===== src/rtl/idm_pkg.sv =====
package idm_pkg;
  localparam int ADDR_W = 8;
  localparam int DATA_W = 8;
  localparam int IDX_W  = 3;
  localparam int DEPTH  = 1 << ADDR_W;

  typedef enum logic [1:0] {
    MODE_REG = 2'd0,
    MODE_DIR = 2'd1,
    MODE_IND = 2'd2,
    MODE_BIT = 2'd3
  } acc_mode_e;

  typedef struct packed {
    logic              to_sfr;
    logic              is_bit;
    logic [ADDR_W-1:0] byte_addr;
    logic [IDX_W-1:0]  bit_idx;
  } xlate_t;
endpackage


===== src/rtl/idm_xlate.sv =====
module idm_xlate
  import idm_pkg::*;
#(
  parameter logic [ADDR_W-1:0] BIT_BASE = 8'h20
) (
  input  acc_mode_e         mode,
  input  logic [ADDR_W-1:0] addr,
  input  logic [1:0]        bank,
  input  logic [ADDR_W-1:0] ptr,
  output logic [ADDR_W-1:0] ptr_addr,
  output xlate_t            xl
);
  // working register of the current bank that holds the pointer
  assign ptr_addr = {3'b000, bank, 2'b00, addr[0]};

  always_comb begin
    xl = '0;
    unique case (mode)
      MODE_REG: xl.byte_addr = {3'b000, bank, addr[2:0]};
      MODE_DIR: begin
        xl.byte_addr = addr;
        xl.to_sfr    = addr[ADDR_W-1];
      end
      MODE_IND: xl.byte_addr = ptr;
      MODE_BIT: begin
        xl.is_bit  = 1'b1;
        xl.bit_idx = addr[IDX_W-1:0];
        if (addr[ADDR_W-1]) begin
          xl.to_sfr    = 1'b1;
          xl.byte_addr = {addr[ADDR_W-1:IDX_W], {IDX_W{1'b0}}};
        end else begin
          xl.byte_addr = BIT_BASE + {4'b0000, addr[6:3]};
        end
      end
    endcase
  end
endmodule


===== src/rtl/idm_ram.sv =====
module idm_ram
  import idm_pkg::*;
(
  input  logic              clk,
  input  logic              rst_n,
  input  logic [ADDR_W-1:0] ra_ptr,
  output logic [DATA_W-1:0] rd_ptr,
  input  logic [ADDR_W-1:0] ra_tgt,
  output logic [DATA_W-1:0] rd_tgt,
  input  logic              we,
  input  logic [ADDR_W-1:0] wa,
  input  logic [DATA_W-1:0] wd
);
  logic [DATA_W-1:0] mem [DEPTH];

  assign rd_ptr = mem[ra_ptr];
  assign rd_tgt = mem[ra_tgt];

  always_ff @(posedge clk or negedge rst_n) begin
    if (!rst_n) begin
      for (int i = 0; i < DEPTH; i++) mem[i] <= '0;
    end else if (we) begin
      mem[wa] <= wd;
    end
  end
endmodule


===== src/rtl/idm_bitmerge.sv =====
module idm_bitmerge
  import idm_pkg::*;
(
  input  logic [DATA_W-1:0] old_byte,
  input  logic [IDX_W-1:0]  idx,
  input  logic              new_bit,
  output logic [DATA_W-1:0] merged,
  output logic              picked
);
  for (genvar g = 0; g < DATA_W; g++) begin : g_bit
    assign merged[g] = (idx == IDX_W'(g)) ? new_bit : old_byte[g];
  end
  assign picked = old_byte[idx];
endmodule


===== src/rtl/idm_mapper.sv =====
module idm_mapper
  import idm_pkg::*;
#(
  parameter logic [7:0] BIT_BASE = 8'h20
) (
  input  logic       clk,
  input  logic       rst_n,
  input  logic       req_valid,
  output logic       req_ready,
  input  logic [1:0] req_mode,
  input  logic       req_write,
  input  logic [7:0] req_addr,
  input  logic [7:0] req_wdata,
  input  logic [1:0] bank_sel,
  output logic       rsp_valid,
  input  logic       rsp_ready,
  output logic [7:0] rsp_data,
  output logic       sfr_valid,
  output logic       sfr_write,
  output logic       sfr_bit,
  output logic [7:0] sfr_addr,
  output logic [2:0] sfr_bit_idx,
  output logic [7:0] sfr_wdata,
  input  logic [7:0] sfr_rdata
);
  logic              accept;
  logic [ADDR_W-1:0] ptr_addr;
  logic [DATA_W-1:0] ptr_byte;
  logic [DATA_W-1:0] ram_byte;
  logic [DATA_W-1:0] src_byte;
  logic [DATA_W-1:0] merged;
  logic              picked;
  logic              ram_we;
  xlate_t            xl;

  assign req_ready = !rsp_valid || rsp_ready;
  assign accept    = req_valid && req_ready;

  idm_xlate #(.BIT_BASE(BIT_BASE)) u_xlate (
    .mode     (acc_mode_e'(req_mode)),
    .addr     (req_addr),
    .bank     (bank_sel),
    .ptr      (ptr_byte),
    .ptr_addr (ptr_addr),
    .xl       (xl)
  );

  assign ram_we = accept && req_write && !xl.to_sfr;

  idm_ram u_ram (
    .clk    (clk),
    .rst_n  (rst_n),
    .ra_ptr (ptr_addr),
    .rd_ptr (ptr_byte),
    .ra_tgt (xl.byte_addr),
    .rd_tgt (ram_byte),
    .we     (ram_we),
    .wa     (xl.byte_addr),
    .wd     (xl.is_bit ? merged : req_wdata)
  );

  assign src_byte = xl.to_sfr ? sfr_rdata : ram_byte;

  idm_bitmerge u_merge (
    .old_byte (src_byte),
    .idx      (xl.bit_idx),
    .new_bit  (req_wdata[0]),
    .merged   (merged),
    .picked   (picked)
  );

  assign sfr_valid   = accept && xl.to_sfr;
  assign sfr_write   = req_write;
  assign sfr_bit     = xl.is_bit;
  assign sfr_addr    = xl.byte_addr;
  assign sfr_bit_idx = xl.bit_idx;
  assign sfr_wdata   = xl.is_bit ? {7'b0, req_wdata[0]} : req_wdata;

  always_ff @(posedge clk or negedge rst_n) begin
    if (!rst_n) begin
      rsp_valid <= 1'b0;
      rsp_data  <= '0;
    end else if (accept && !req_write) begin
      rsp_valid <= 1'b1;
      rsp_data  <= xl.is_bit ? {7'b0, picked} : src_byte;
    end else if (rsp_ready) begin
      rsp_valid <= 1'b0;
    end
  end
endmodule


===== config.mk =====
export PLATFORM = sky130hd
export DESIGN_NAME = idm_mapper
export DESIGN_NICKNAME = d
export VERILOG_FILES = /design/src/rtl/idm_pkg.sv /design/src/rtl/idm_xlate.sv /design/src/rtl/idm_ram.sv /design/src/rtl/idm_bitmerge.sv /design/src/rtl/idm_mapper.sv
export SDC_FILE = /design/constraint.sdc
export NUM_CORES = 2
export LEC_CHECK = 0
export CAP_MARGIN = 20
export CORE_ASPECT_RATIO = 1.4
export CORE_UTILIZATION = 28
export CTS_CLUSTER_SIZE = 30
export DETAILED_ROUTE_END_ITERATION = 7
export PLACE_DENSITY = 0.39
export SYNTH_ARGS = -nofsm -noshare
export SYNTH_HDL_FRONTEND = slang
export SYNTH_SLANG_ARGS = --single-unit

===== constraint.sdc =====
create_clock -name clk -period 5 [get_ports clk]
set_input_delay 0.5 -clock clk [delete_from_list [all_inputs] [get_ports clk]]
set_output_delay 0.5 -clock clk [all_outputs]
set_load 0.005 [all_outputs]

==> out/results.tsv <==
stage	metric	value	unit
routing	per-cell routed wire length	26.2	um
timing	Final Skew	0.0841	ns
floorplanning	core area	334000	um2
yosys	sequential fraction of the synthesis area	54.9	%
clock_network	H-tree levels	4	
yosys	flops & latches, synth	2057	
final_layout	FF+latch area	51500	um2
routing	vias per inst	5.09	
final_layout	most frequent cells in the layout	nand2_1, dfrtp_1, o21ai_0	
worst_setup_path	critical path data arrival time	5.74	ns
worst_setup_path	worst-path fanout max	36	
routing	final WL	419000	um
global_routing	GRT Total Usage	24.4	%
worst_setup_path	worst path required time	5.79	ns
flow_run	max-cap violations	0	
worst_setup_path	worst r2r src	u_ram.mem[2041]	
yosys	Most used DFF post-synth	dfrtp_1	
clock_network	Num CTS Buffers	226	
global_routing	number of global-route vias before repair	81305	
worst_setup_path	FF-to-FF path depth	20	
worst_setup_path	Critical Path Sink Type	flip-flop	
final_layout	area occupied by multi-input gates	38400	um2
clock_network	Clock Path Buffers	4	
routing	Pre-antenna DRT Iters	8	
final_layout	Finished Layout Cells	16008	
outcome	violated checks	DRC	
outcome	status	complete, but fails checks	
yosys	number of synthesized flops with an enable pin	0	
worst_setup_path	R2R setup slack	0.05	ns
timing	Final Cycle Share	99.1	%
floorplanning	Initial Util	28.1	%
final_layout	most common cell after layout, fill and taps aside	nand2_1	
final_layout	# nets final	11427	
power	Int Power	29.3	mW
timing	Tightest Pin Transition	1.00	ns
timing	endpoints failing setup	0	
yosys	library cells used by synthesis	74	
final_layout	fillers	34521	
power	Peak supply drop	299	uV
floorplanning	Die Y	687	um
power	P_sw	12.0	mW
floorplanning	Rows	251	
timing	Slew Limit Fails	0	
timing	unrepaired setup endpoints after global routing	true	
floorplanning	I/O pins	65	
worst_setup_path	CP Class	reg -> reg	
power	clock network fraction of total power	42.0	%
worst_setup_path	reg-to-reg endpoint	u_ram.mem[1742]	
place	I/O Buffers	64	
yosys	Cells after Synth	10721	
place	gp weighted congestion	0.912	
floorplanning	die width	491	um
power	PwrDens	355	nW/um2
routing	DRT antenna net count	0	
power	Pleak	49.9	nW
global_routing	total gr overflow	0	
timing	Final Hold Fails	0	
yosys	Synth Net Count	10754	
clock_network	Clk pin slew, worst setup/hold paths	0.06	ns
timing	worst setup margin	0.0463	ns
yosys	synthesized area per cell	8.74	um2
place	HPWL Detailed	286000	um
global_routing	largest net degree at the start of global routing	148	
power	switch share	29.1	%
timing	Tmin final	4.95	ns
power	power share of the sequential group	42.7	%
timing	Max transition margin	32.8	%
place	Placed Cells	15561	
clock_network	clock tree from TritonCTS	yes	
global_routing	initial antenna violation count	19	
routing	via count	81483	
yosys	ys async rst share	100	%
final_layout	share of cells above drive strength 1	15.6	%
global_routing	first-pass GRT wire length	603000	um
timing	fmax	202	MHz
floorplanning	die area	337000	um2
final_layout	area growth from synthesis to layout	24.2	%
clock_network	CTS Sinks	2057	
worst_hold_path	worst hold path type	in -> async	
clock_network	Root Driver	clkbuf_16	
clock_network	clock latency on the worst-skew pair	0.94	ns
power	combinational share of power	15.3	%
routing	DRC	60	
place	worst slack, placed	-1.96	ns
yosys	mapped cell area	93800	um2
routing	1st-iter DRT viols	6794	
worst_setup_path	Setup crit start kind	flip-flop	
yosys	yosys warns	0	
power groups by stage:
stage | combinational (mW) | sequential, mW | clock, mW
after CTS | 6.20 | 17.6 | 17.8
after global routing | 6.69 | 17.7 | 18.4
after detailed placement | 6.13 | 18.0 | 0
after floorplan | 2.55 | 17.8 | 0
after global placement | 6.11 | 17.9 | 0
final | 6.32 | 17.7 | 17.4
Yosys cell counts, types with 56 or more instances:
cell type	n	area, um2
nor2_1	321	1200
a32oi_1	199	1740
clkbuf_1	489	1840
nand2_1	3531	13300
a221oi_1	100	876
o21ai_1	261	1310
buf_6	62	698
buf_2	203	1020
buf_4	119	893
mux2i_1	136	1360
mux2_2	56	631
a21oi_1	689	3450
dfrtp_1	2057	51500
a311oi_1	62	543
nand3_1	259	1300
o21ai_0	1625	8130
a22oi_1	129	968
worst max-delay path, cell delays in order, from the launching register on:
cell       delay [ns]
dfrtp_1          0.40
mux2_4           0.28
o32a_4           0.34
a31oi_4          0.25
buf_12           0.16
inv_16           0.07
buf_12           0.20
buf_12           0.17
mux2i_1          0.16
mux2i_1          0.11
a32oi_1          0.29
a31oi_1          0.15
buf_4            0.18
o21ai_0          0.49
buf_4            0.23
o2111ai_1        0.19
nor3_4           0.42
or3_1            0.18
a21oi_2          0.08
buf_12           0.16
mux2_2           0.26
how the worst max path moves through the flow:
stage | from | endpoint | cells after the start
6_report | u_ram.mem[2041] | u_ram.mem[1742] | 20
5_1_grt | u_ram.mem[2041] | u_ram.mem[712] | 19
4_1_cts | u_ram.mem[1904] | u_ram.mem[1024] | 19
3_5_place_dp | req_addr[0] | u_ram.mem[1772] | 20
3_3_place_gp | req_addr[0] | u_ram.mem[1780] | 20
2_1_floorplan | bank_sel[1] | u_ram.mem[1666] | 19
metrics by stage:
| step | hold WS, ns | total power [mW] | setup TNS, ns | cell area, um2 | util (%) |
|---|---|---|---|---|---|
| 5_1_grt | 0.273 | 42.8 | -0.159 | 116000 | 34.9 |
| 4_1_cts | 0.195 | 41.7 | 0 | 116000 | 34.7 |
| 3_3_place_gp | 0.454 | 24.0 | -1008.58 | 108000 | 32.4 |
| 2_1_floorplan | 0.204 | 20.3 | 0 | 93800 | - |
| 6_report | 0.238 | 41.3 | 0 | 116000 | 34.9 |
| 3_5_place_dp | 0.463 | 24.1 | -1005.33 | 108000 | 32.4 |
layout make-up:
type / instances / area share [%]
Sequential cell: 2057 / 44.2
Tap cell: 4427 / 4.76
Inverter: 34 / 0.132
Multi-Input combinational cell: 7740 / 32.9
Clock buffer: 337 / 5.71
Antenna cell: 12 / 0.0258
Timing Repair Buffer: 1335 / 11.6
Clock inverter: 66 / 0.679
what timing repair did:
| item | CTS | global route |
|---|---|---|
| gates cloned | 1 | 11 |
| buffers inserted | 5 | 14 |
| resized for setup | 45 | 50 |
| hold buffers | 1 | 0 |
| endpoints found under the hold margin | 56 | 0 |
| endpoints found under the setup margin | 852 | 785 |
| pin swaps | 5 | 10 |
routing by layer:
metal	part of all wire, %	track usage (%)	vias up
met2	49	42.2	2087
li1	-	-	38131
met4	4.9	10.6	4
met5	0.0062	0	-
met1	42	30.5	40624
met3	4.3	2.76	637
state kept, by name, summed over array words and instances (netlist names):
register / cells
u_ram.mem: 2048
rsp_valid: 1
rsp_data: 8
kinds of logic (layout without fill, tap and decap cells):
logic type,count (synthesis),count (layout),synth area share [%]
other,0,12,0
AOI/OAI and AO/OA,3268,3268,19.9
DFF,2057,2057,54.9
and+or+nand+nor,4266,4266,17.8
muxes,206,206,2.44
buffers and inverters,924,1772,4.95
No activity file was read; power rests on OpenSTA's default activity.
